File: src/rtl/npc_pkg.sv
package npc_pkg;

  localparam int unsigned OPC_W  = 6;
  localparam int unsigned FUNC_W = 6;
  localparam int unsigned RIDX_W = 5;

  localparam logic [OPC_W-1:0]  OPC_RTYPE = 6'd0;
  localparam logic [OPC_W-1:0]  OPC_JMP   = 6'd2;
  localparam logic [OPC_W-1:0]  OPC_JMPL  = 6'd3;
  localparam logic [OPC_W-1:0]  OPC_BRZ   = 6'd4;
  localparam logic [OPC_W-1:0]  OPC_BRNZ  = 6'd5;
  localparam logic [FUNC_W-1:0] FN_JREG   = 6'd8;
  localparam logic [FUNC_W-1:0] FN_JREGL  = 6'd9;

  localparam logic [RIDX_W-1:0] LINK_REG  = 5'd31;

  typedef enum logic [2:0] {
    CK_SEQ,
    CK_BRZ,
    CK_BRNZ,
    CK_JABS,
    CK_JREG
  } ctl_kind_e;

  typedef struct packed {
    ctl_kind_e   kind;
    logic        link;
    logic [15:0] off16;
    logic [25:0] tgt26;
  } ctl_dec_t;

endpackage

File: src/rtl/npc_decode.sv
module npc_decode
  import npc_pkg::*;
(
  input  logic [31:0] insn_i,
  output ctl_dec_t    dec_o
);
  logic [OPC_W-1:0]  opc;
  logic [FUNC_W-1:0] fn;

  assign opc = insn_i[31:26];
  assign fn  = insn_i[FUNC_W-1:0];

  always_comb begin
    dec_o.kind  = CK_SEQ;
    dec_o.link  = 1'b0;
    dec_o.off16 = insn_i[15:0];
    dec_o.tgt26 = insn_i[25:0];
    unique case (opc)
      OPC_JMP:  dec_o.kind = CK_JABS;
      OPC_JMPL: begin dec_o.kind = CK_JABS; dec_o.link = 1'b1; end
      OPC_BRZ:  dec_o.kind = CK_BRZ;
      OPC_BRNZ: dec_o.kind = CK_BRNZ;
      OPC_RTYPE: begin
        if (fn == FN_JREG)  dec_o.kind = CK_JREG;
        if (fn == FN_JREGL) begin dec_o.kind = CK_JREG; dec_o.link = 1'b1; end
      end
      default: ;
    endcase
  end
endmodule

File: src/rtl/npc_target.sv
module npc_target
  import npc_pkg::*;
#(
  parameter int unsigned XLEN = 32
) (
  input  logic [XLEN-1:0] pc_i,
  input  ctl_dec_t        dec_i,
  output logic [XLEN-1:0] seq_pc_o,
  output logic [XLEN-1:0] br_pc_o,
  output logic [XLEN-1:0] abs_pc_o
);
  localparam int unsigned INSN_BYTES = 4;
  localparam int unsigned SEXT_W     = XLEN - 18;
  localparam int unsigned REGION_W   = XLEN - 28;

  logic [XLEN-1:0] br_off;

  assign seq_pc_o = pc_i + XLEN'(INSN_BYTES);
  assign br_off   = {{SEXT_W{dec_i.off16[15]}}, dec_i.off16, 2'b00};
  assign br_pc_o  = seq_pc_o + br_off;
  // region bits come from the current PC, not the sequential one
  assign abs_pc_o = {pc_i[XLEN-1 -: REGION_W], dec_i.tgt26, 2'b00};
endmodule

File: src/rtl/npc_select.sv
module npc_select
  import npc_pkg::*;
#(
  parameter int unsigned XLEN = 32
) (
  input  ctl_dec_t        dec_i,
  input  logic [XLEN-1:0] rs_val_i,
  input  logic [XLEN-1:0] seq_pc_i,
  input  logic [XLEN-1:0] br_pc_i,
  input  logic [XLEN-1:0] abs_pc_i,
  output logic [XLEN-1:0] next_pc_o,
  output logic            taken_o,
  output logic            illegal_o
);
  logic rs_zero;
  logic rs_misal;

  assign rs_zero  = (rs_val_i == '0);
  assign rs_misal = |rs_val_i[1:0];

  always_comb begin
    taken_o   = 1'b0;
    illegal_o = 1'b0;
    next_pc_o = seq_pc_i;
    unique case (dec_i.kind)
      CK_BRZ:  taken_o = rs_zero;
      CK_BRNZ: taken_o = !rs_zero;
      CK_JABS: taken_o = 1'b1;
      CK_JREG: begin
        illegal_o = rs_misal;
        taken_o   = !rs_misal;
      end
      default: ;
    endcase
    if (taken_o) begin
      unique case (dec_i.kind)
        CK_JABS: next_pc_o = abs_pc_i;
        CK_JREG: next_pc_o = rs_val_i;
        default: next_pc_o = br_pc_i;
      endcase
    end
  end
endmodule

File: src/rtl/npc_unit.sv
module npc_unit
  import npc_pkg::*;
#(
  parameter int unsigned XLEN     = 32,
  parameter logic [31:0] RESET_PC = 32'h0
) (
  input  logic              clk_i,
  input  logic              rst_ni,
  input  logic [XLEN-1:0]   pc_i,
  input  logic [31:0]       insn_i,
  input  logic [XLEN-1:0]   rs_val_i,
  output logic [XLEN-1:0]   next_pc_o,
  output logic              taken_o,
  output logic              link_we_o,
  output logic [RIDX_W-1:0] link_idx_o,
  output logic [XLEN-1:0]   link_val_o,
  output logic              illegal_o
);
  ctl_dec_t        dec;
  logic [XLEN-1:0] seq_pc, br_pc, abs_pc, nxt_d;
  logic            taken_d, illegal_d;

  npc_decode u_dec (.insn_i(insn_i), .dec_o(dec));

  npc_target #(.XLEN(XLEN)) u_tgt (
    .pc_i(pc_i), .dec_i(dec),
    .seq_pc_o(seq_pc), .br_pc_o(br_pc), .abs_pc_o(abs_pc)
  );

  npc_select #(.XLEN(XLEN)) u_sel (
    .dec_i(dec), .rs_val_i(rs_val_i),
    .seq_pc_i(seq_pc), .br_pc_i(br_pc), .abs_pc_i(abs_pc),
    .next_pc_o(nxt_d), .taken_o(taken_d), .illegal_o(illegal_d)
  );

  always_ff @(posedge clk_i or negedge rst_ni) begin
    if (!rst_ni) begin
      next_pc_o  <= XLEN'(RESET_PC);
      taken_o    <= 1'b0;
      link_we_o  <= 1'b0;
      link_idx_o <= '0;
      link_val_o <= '0;
      illegal_o  <= 1'b0;
    end else begin
      next_pc_o  <= nxt_d;
      taken_o    <= taken_d;
      link_we_o  <= dec.link;
      link_idx_o <= dec.link ? LINK_REG : '0;
      link_val_o <= dec.link ? seq_pc : '0;
      illegal_o  <= illegal_d;
    end
  end
endmodule

File: config.mk
export PLATFORM = sky130hd
export DESIGN_NAME = npc_unit
export DESIGN_NICKNAME = d
export VERILOG_FILES = /design/src/rtl/npc_pkg.sv /design/src/rtl/npc_decode.sv /design/src/rtl/npc_target.sv /design/src/rtl/npc_select.sv /design/src/rtl/npc_unit.sv
export SDC_FILE = /design/constraint.sdc
export NUM_CORES = 1
export LEC_CHECK = 0
export BUFFER_PORTS_ARGS = -buffer_cell sky130_fd_sc_hd__clkbuf_2
export CORE_MARGIN = 4
export CORE_UTILIZATION = 55
export DETAILED_ROUTE_END_ITERATION = 10
export HOLD_SLACK_MARGIN = 0.05
export PLACE_DENSITY = 0.92
export SLEW_MARGIN = 20
export SYNTH_ARGS = -nofsm -noshare
export SYNTH_HDL_FRONTEND = slang
export SYNTH_SLANG_ARGS = --single-unit
File: constraint.sdc
create_clock -name clk_i -period 1.65 [get_ports clk_i]
set_clock_uncertainty 0.2 [all_clocks]
set_input_delay 0.4125 -clock clk_i [delete_from_list [all_inputs] [get_ports clk_i]]
set_output_delay 0.4125 -clock clk_i [all_outputs]
set_load 0.02 [all_outputs]
==> impl_metrics.csv, run 1 <==
group,metric,value,unit
outcome,outcome,"did not finish",
outcome,stop_stage,"clock tree synthesis (4_1_cts)",
outcome,error_line,"[ERROR DPL-0038] Utilization greater than 100%, impossible to legalize",
placed_design,port_buffers,169,
synth,ys_top_cells_by_area,"dfrtp_1 34%, ha_1 9.4%, xor2_1 6.2%",
synth,synth_common_cells,"67 x dfrtp_1, 66 x nor2_1, 43 x a21oi_1",
placed_design,place.gp.congestion,1.080,
cts,cts_setup_buffers,41,
synth,yosysTopAreaCell,"dfrtp_1",
synth,synth_most_common_cell,"dfrtp_1",
floorplan,initial_core_util,56.50,%
synth,syn_inst,565,
cts,cts_max_level,3,
synth,ys_seq_area_share,34.03,%
placed_design,preCtsSetupSlack,-2.443,ns
synth,syn_area,0.004927,mm²
cts,cts_num_sinks,67,
floorplan,num_rows,34,
synth,synth_cell_types,58,
synth,synth_warnings,0,
cts,cts_root_buf,"clkbuf_8",
synth,synth_fp_nets,701,
placed_design,post-dp-hpwl,19160,µm
floorplan,ios,170,
cts,max-clock-path-buffers,2,
floorplan,fp.dieW,102.7,µm
synth,synth_seq_cells,67,
placed_design,place_inst,1018,
synth,synth_ff_type,"dfrtp_1",
floorplan,die_h,102.7,µm
synth,synthArstFlopShare,100.0,%
synth,synth_top_area_share,34.03,%
placed_design,post_dp_cell_area,0.007745,mm²
cts,hold_buffers,1,
synth,avgSynthCellArea,8.721,µm²
synth,synth-edff-count,0,
cts,numCtsBuffers,9,
cts,cts-resized-gates,253,
[metrics by stage]
| step | hold WS (ns) | util (%) |
|---|---|---|
| 2_1_floorplan | -0.08309 | - |
| 3_3_place_gp | 0.2498 | 88.81 |
| 3_5_place_dp | 0.2592 | 88.81 |
[cell families after synthesis]
kind of cell / share of synthesized area, %
AND/OR/NAND/NOR: 18.33
AO/OA/AOI/OAI: 23.18
flip-flops: 34.03
buffers and inverters: 4.876
XOR/XNOR: 9.776
adder cells (fa/ha/maj): 9.802
==> run 2: changes to the inputs <==
--- a/config.mk
+++ b/config.mk
@@ -7,10 +7,9 @@
 export LEC_CHECK = 0
 export BUFFER_PORTS_ARGS = -buffer_cell sky130_fd_sc_hd__clkbuf_2
 export CORE_MARGIN = 4
-export CORE_UTILIZATION = 55
+export CORE_UTILIZATION = 40
 export DETAILED_ROUTE_END_ITERATION = 10
-export HOLD_SLACK_MARGIN = 0.05
-export PLACE_DENSITY = 0.92
+export PLACE_DENSITY_LB_ADDON = 0.15
 export SLEW_MARGIN = 20
 export SYNTH_ARGS = -nofsm -noshare
 export SYNTH_HDL_FRONTEND = slang
==> impl_metrics.csv, run 2 <==
group,metric,value,unit
routing,drtIter0Drc,564,
placed_design,post-dp-hpwl,15420,µm
setup_path,path_cells,"buf_8 > nand4_1 > nor3_2 > buf_4 > nand4_1 > xor2_1 > inv_1 > ha_4 > buf_6 > a21o_1 > a21o_1 > a21oi_2 > o21ai_1 > a21oi_2 > o21ai_2 > a221oi_2 > xor2_1 > o22ai_1",
floorplan,num_rows,40,
outcome,violations,"setup timing",
pwr,p_comb_share,38.8,%
setup_path,critPathMaxStageDelay,0.35,ns
worst_hold_path,worstHoldEndpoint,"next_pc_o[0]$_DFF_PN0_",
pwr,power_switching,2030,µW
cts,cts_root_buf,"clkbuf_16",
routing,dr_total_vias,6366,
finish,design_area,0.009936,mm²
global_route,grt_overflow,0,
finish,reg_top3,"link_val_o (32), next_pc_o (32)",
pwr,powerDensity,635.8,mW/mm²
global_route,grt_max_degree,68,
setup_path,critPathKind,"in -> reg",
finish,filler_cell_count,688,
setup_path,critical_path.startpoint_type,"input port",
finish,instances_no_fill,1142,
timing,period_share,212.2,%
cts,cts_num_sinks,67,
routing,wl_per_cell,20.80,µm
worst_hold_path,min_path_cells,2,
synth,ys_seq_area_share,34.03,%
synth,synth_seq_cells,67,
timing,fin_tns_setup,-45.77,ns
synth,syn_inst,565,
finish,final_common_cell,"buf_4",
synth,synth_fp_nets,701,
timing,rsz0062_at_grt,"true",
timing,tightest_slew,0.3685,ns
timing,hold_viol,0,
synth,avgSynthCellArea,8.721,µm²
placed_design,preCtsSetupSlack,-2.234,ns
setup_path,worst_path_max_delay_cell,"a221oi_2",
timing,relSlewSlack,75.20,%
synth,synth_most_common_cell,"dfrtp_1",
pwr,vdd_drop_max,0.4337,mV
cts,max-clock-path-buffers,2,
cts,clk_pin_slew,0.06,ns
synth,yosysTopAreaCell,"dfrtp_1",
setup_path,end_kind,"register",
timing,setup_viol_count_final,64,
timing,worst_slack,-1.851,ns
run,maxCapViolCount,0,
timing,maxSlewViolCount,0,
routing,vias_per_cell,5.574,
floorplan,ios,170,
synth,synth_warnings,0,
finish,nets,1126,
placed_design,place_inst,1078,
pwr,intPower,4287,µW
placed_design,post_dp_cell_area,0.007965,mm²
synth,synth-edff-count,0,
timing,timing.fmax,285.6,MHz
synth,synthArstFlopShare,100.0,%
timing,period_minus_slack,3.501,ns
finish,drive_above_1_share,65.43,%
routing,routed_wl,23750,µm
cts,numCtsBuffers,9,
outcome,outcome,"complete, but fails checks",
synth,synth_ff_type,"dfrtp_1",
worst_hold_path,holdCritStartpoint,"pc_i[0]",
pwr,p_total,6317,µW
setup_path,required,1.67,ns
floorplan,coreArea,0.01201,mm²
floorplan,fp.dieW,119.0,µm
floorplan,initial_core_util,41.02,%
synth,synth_cell_types,58,
setup_path,crit_arrival,3.52,ns
worst_hold_path,hold_path_class,"in -> reg",
global_route,grt_usage,30.66,%
finish,final_cell_mix,"224 x buf_4, 153 x clkbuf_2, 67 x dfrtp_1",
placed_design,place.gp.congestion,0.9163,
routing,drc,0,
synth,synth_common_cells,"67 x dfrtp_1, 66 x nor2_1, 43 x a21oi_1",
synth,ys_top_cells_by_area,"dfrtp_1 34%, ha_1 9.4%, xor2_1 6.2%",
global_route,grt_pass1_wl,34040,µm
cts,cts_max_level,3,
synth,syn_area,0.004927,mm²
pwr,p_leak,0.004782,µW
pwr,power_frac_seq,27.4,%
placed_design,port_buffers,169,
finish,antennaDiodeCount,0,
finish,area_growth,101.7,%
synth,synth_top_area_share,34.03,%
pwr,clock_power_share,33.8,%
routing,drtAntennaViolNets,0,
routing,drt_pass1_iterations,5,
setup_path,critPathMaxFanout,5,
pwr,swShare,32.13,%
cts,cts_tree,"yes",
global_route,antenna_found_initial,0,
floorplan,floorplan.die_area,0.01416,mm²
global_route,grt_pass1_vias,6547,
floorplan,die_h,119.0,µm
-- run 2: cell counts after synthesis --
Identical to the previous run, type by type.
-- run 2: repair_timing --
item	CTS	global route
pin swaps	68	80
gates resized for setup	158	117
endpoints found under the setup margin	64	65
hold buffers	1	0
buffers inserted	32	17
endpoints found under the hold margin	67	0
cloned	6	0
-- run 2: power groups by stage --
stage          Combinational, µW  Clock (µW)  Sequential, µW
2_1_floorplan                863           0            1850
3_3_place_gp                1870           0            1760
3_5_place_dp                1900           0            1760
4_1_cts                     2200        2150            1730
5_1_grt                     2600        2250            1740
6_report                    2450        2140            1730
-- run 2: area by class of cell --
type / count / area (µm²) / area share (%)
clock buffers: 10 / 239.0 / 2.405
clock inverters: 6 / 87.58 / 0.8815
inverters: 28 / 125.1 / 1.259
multi-input cells: 442 / 4319 / 43.47
flip-flops and latches: 67 / 1677 / 16.87
well taps: 147 / 183.9 / 1.851
repair buffers: 439 / 3272 / 32.93
repair inverters: 3 / 32.53 / 0.3274
-- run 2: logic make-up after synthesis --
logic type                 count (synthesis)  share of synthesized area, %
AOI/OAI and AO/OA                        166                         23.18
and+or+nand+nor                          183                         18.33
adders and majority gates                 38                         9.802
xor gates and xnor gates                  55                         9.776
buffers and inverters                     56                         4.876
DFF                                       67                         34.03
-- run 2: worst max-delay path by stage --
stage,start,to,slack (ns),cells past startpoint
final,pc_i[6],next_pc_o[30]$_DFF_PN0_,-1.85,18
after global routing,pc_i[6],next_pc_o[31]$_DFF_PN0_,-2.00,17
after CTS,pc_i[6],next_pc_o[31]$_DFF_PN0_,-1.83,18
after global placement,pc_i[5],next_pc_o[30]$_DFF_PN0_,-2.20,18
after floorplan,pc_i[5],next_pc_o[31]$_DFF_PN0_,-1.86,18
after detailed placement,pc_i[5],next_pc_o[31]$_DFF_PN0_,-2.23,19
-- run 2: worst max-delay path, delay by kind of cell --
| family | cells | cell delay [ns] |
|---|---|---|
| xor+xnor | 2 | 0.48 |
| fa+ha+maj | 1 | 0.25 |
| buf+inv | 4 | 0.49 |
| compound gates | 8 | 1.33 |
| simple gates | 3 | 0.54 |
-- run 2: per-stage QoR --
stage / utilization, % / hold WS [ns]
floorplan: - / -0.08309
global route: 82.72 / 0.1015
finish: 82.72 / 0.08780
CTS: 78.14 / 0.08559
detailed placement: 66.31 / 0.2604
global placement: 66.31 / 0.2545
-- run 2: routing by layer --
metal / global-route usage, % / wire, µm / vias up
li1: - / - / 2906
met1: 39.03 / 9474 / 3056
met2: 50.87 / 11510 / 333
met3: 5.793 / 1838 / 71
met4: 12.96 / 925 / 0
met5: 0 / 0 / -
No activity file was read; power rests on OpenSTA's default activity.
==> run 3: changes to the inputs <==
--- a/config.mk
+++ b/config.mk
@@ -5,11 +5,12 @@
 export SDC_FILE = /design/constraint.sdc
 export NUM_CORES = 1
 export LEC_CHECK = 0
-export BUFFER_PORTS_ARGS = -buffer_cell sky130_fd_sc_hd__clkbuf_2
+export BUFFER_PORTS_ARGS = -buffer_cell sky130_fd_sc_hd__buf_2
 export CORE_MARGIN = 4
-export CORE_UTILIZATION = 40
+export CORE_UTILIZATION = 42
 export DETAILED_ROUTE_END_ITERATION = 10
 export PLACE_DENSITY_LB_ADDON = 0.15
+export RECOVER_POWER = 50
 export SLEW_MARGIN = 20
 export SYNTH_ARGS = -nofsm -noshare
 export SYNTH_HDL_FRONTEND = slang
==> impl_metrics.csv, run 3 (same netlist as run 2, synthesis figures left out) <==
group,metric,value,unit
routing,dr_total_vias,6603,
pwr,intPower,4140,µW
cts,cts_tree,"yes",
timing,worst_slack,-1.869,ns
floorplan,ios,170,
pwr,power_switching,2097,µW
routing,wl_per_cell,22.19,µm
pwr,vdd_drop_max,0.8162,mV
outcome,outcome,"complete, but fails checks",
pwr,clock_power_share,32.5,%
finish,antennaDiodeCount,0,
pwr,p_comb_share,39.8,%
routing,drtIter0Drc,609,
worst_hold_path,hold_path_class,"in -> reg",
pwr,powerDensity,644.0,mW/mm²
global_route,met1_usage,42.46,%
timing,period_minus_slack,3.519,ns
global_route,grt_usage,31.62,%
placed_design,post-dp-hpwl,15190,µm
outcome,violations,"setup timing",
floorplan,fp.dieW,116.3,µm
timing,tightest_slew,0.9715,ns
floorplan,coreArea,0.01147,mm²
routing,routed_wl,25030,µm
timing,period_share,213.3,%
placed_design,place.gp.congestion,0.8715,
setup_path,crit_arrival,3.57,ns
cts,max-clock-path-buffers,2,
pwr,power_frac_seq,27.7,%
routing,vias_per_cell,5.854,
pwr,p_total,6237,µW
finish,nets,1116,
setup_path,critPathMaxFanout,5,
setup_path,critical_path.startpoint_type,"input port",
cts,clk_pin_slew,0.06,ns
timing,setup_viol_count_final,67,
setup_path,critPathKind,"in -> reg",
global_route,busiest_layer,"met2",
global_route,grt_pass1_wl,32750,µm
timing,holdWs,0.09316,ns
finish,area_growth,96.55,%
timing,hold_viol,0,
placed_design,port_buffers,169,
cts,cts_num_sinks,67,
finish,drive_above_1_share,64.26,%
timing,rsz0062_at_grt,"true",
finish,final_common_cell,"buf_4",
cts,cts_root_buf,"clkbuf_16",
floorplan,die_h,116.3,µm
routing,drt_pass1_iterations,6,
finish,utilization,84.45,%
routing,drtAntennaViolNets,0,
global_route,use_met3,5.492,%
global_route,grt_max_degree,68,
finish,filler_cell_count,600,
floorplan,floorplan.die_area,0.01353,mm²
timing,maxSlewViolCount,0,
finish,final_cell_mix,"216 x buf_4, 153 x buf_2, 67 x dfrtp_1",
global_route,grt_overflow,0,
floorplan,initial_core_util,42.97,%
global_route,grtUsageMet2,51.30,%
cts,cts_max_level,3,
floorplan,num_rows,39,
pwr,p_leak,0.004688,µW
global_route,grt_pass1_vias,6229,
global_route,antenna_found_initial,0,
setup_path,end_kind,"register",
pwr,swShare,33.62,%
cts,numCtsBuffers,9,
setup_path,required,1.70,ns
run,maxCapViolCount,0,
finish,reg_top3,"link_val_o (32), next_pc_o (32)",
timing,relSlewSlack,35.00,%
timing,timing.fmax,284.2,MHz
routing,drc,0,
[run 3: metal layers]
metal / part of all wire (%) / vias to the layer above / wire length (µm)
li1: - / 2882 / -
met3: 8.3 / 143 / 2078
met1: 38 / 3157 / 9395
met2: 47 / 421 / 11890
met5: 0 / - / 0
met4: 6.7 / 0 / 1666
[run 3: final timing paths]
| kind | endpoint | cells after the start | slack, ns | from |
|---|---|---|---|---|
| max | next_pc_o[31]$_DFF_PN0_ | 18 | -1.87 | pc_i[8] |
| min | next_pc_o[1]$_DFF_PN0_ | 2 | 0.09 | pc_i[1] |
| max in group asynchronous | link_val_o[15]$_DFF_PN0_ | 3 | 0.25 | rst_ni |
| min in group asynchronous | link_val_o[2]$_DFF_PN0_ | 3 | 0.52 | rst_ni |
[run 3: cell type report]
type	count	area (µm²)	area share, %
timing repair inverter	1	7.507	0.07752
multi-input combinational	443	4233	43.71
inverter	28	122.6	1.266
clock buffer	11	242.7	2.506
tap	143	178.9	1.848
clock inverter	5	60.06	0.6202
timing repair buffer	430	3163	32.66
sequential	67	1677	17.31
[run 3: power by group through the flow]
stage	logic, µW	clock network (µW)	registers, µW
finish	2480	2030	1730
detailed placement	1890	0	1760
global route	2610	2100	1740
floorplan	863	0	1850
CTS	2160	2020	1730
global placement	1870	0	1760
[run 3: what timing repair did]
action	4_1_cts	5_1_grt
endpoints found under the setup margin	64	67
gates resized for setup	122	120
gates cloned	2	3
setup buffers	29	25
hold buffers	1	0
pin swaps	79	62
endpoints found under the hold margin	67	0
[run 3: stage by stage]
| stage | TNS (ns) | instances | worst slack, ns | area [µm²] |
|---|---|---|---|---|
| floorplan | -34.39 | 565 | -1.856 | 5431 |
| global placement | -70.27 | 1061 | -2.203 | 7888 |
| detailed placement | -71.87 | 1061 | -2.269 | 7888 |
| CTS | -45.04 | 1106 | -1.814 | 8982 |
| global route | -55.45 | 1128 | -2.044 | 9684 |
| finish | -51.38 | 1128 | -1.869 | 9684 |
[run 3: critical path, cell delays in order]
cell	delay, ns
buf_6	0.08
nand4_1	0.13
buf_4	0.18
nor3_4	0.16
buf_6	0.15
nand4_1	0.09
xor2_1	0.21
inv_1	0.10
ha_4	0.27
nand4_1	0.18
nor2_2	0.06
a21oi_1	0.14
o21ai_1	0.11
o41a_1	0.41
a2111o_1	0.43
nand2_1	0.10
xnor2_1	0.09
o311ai_2	0.25
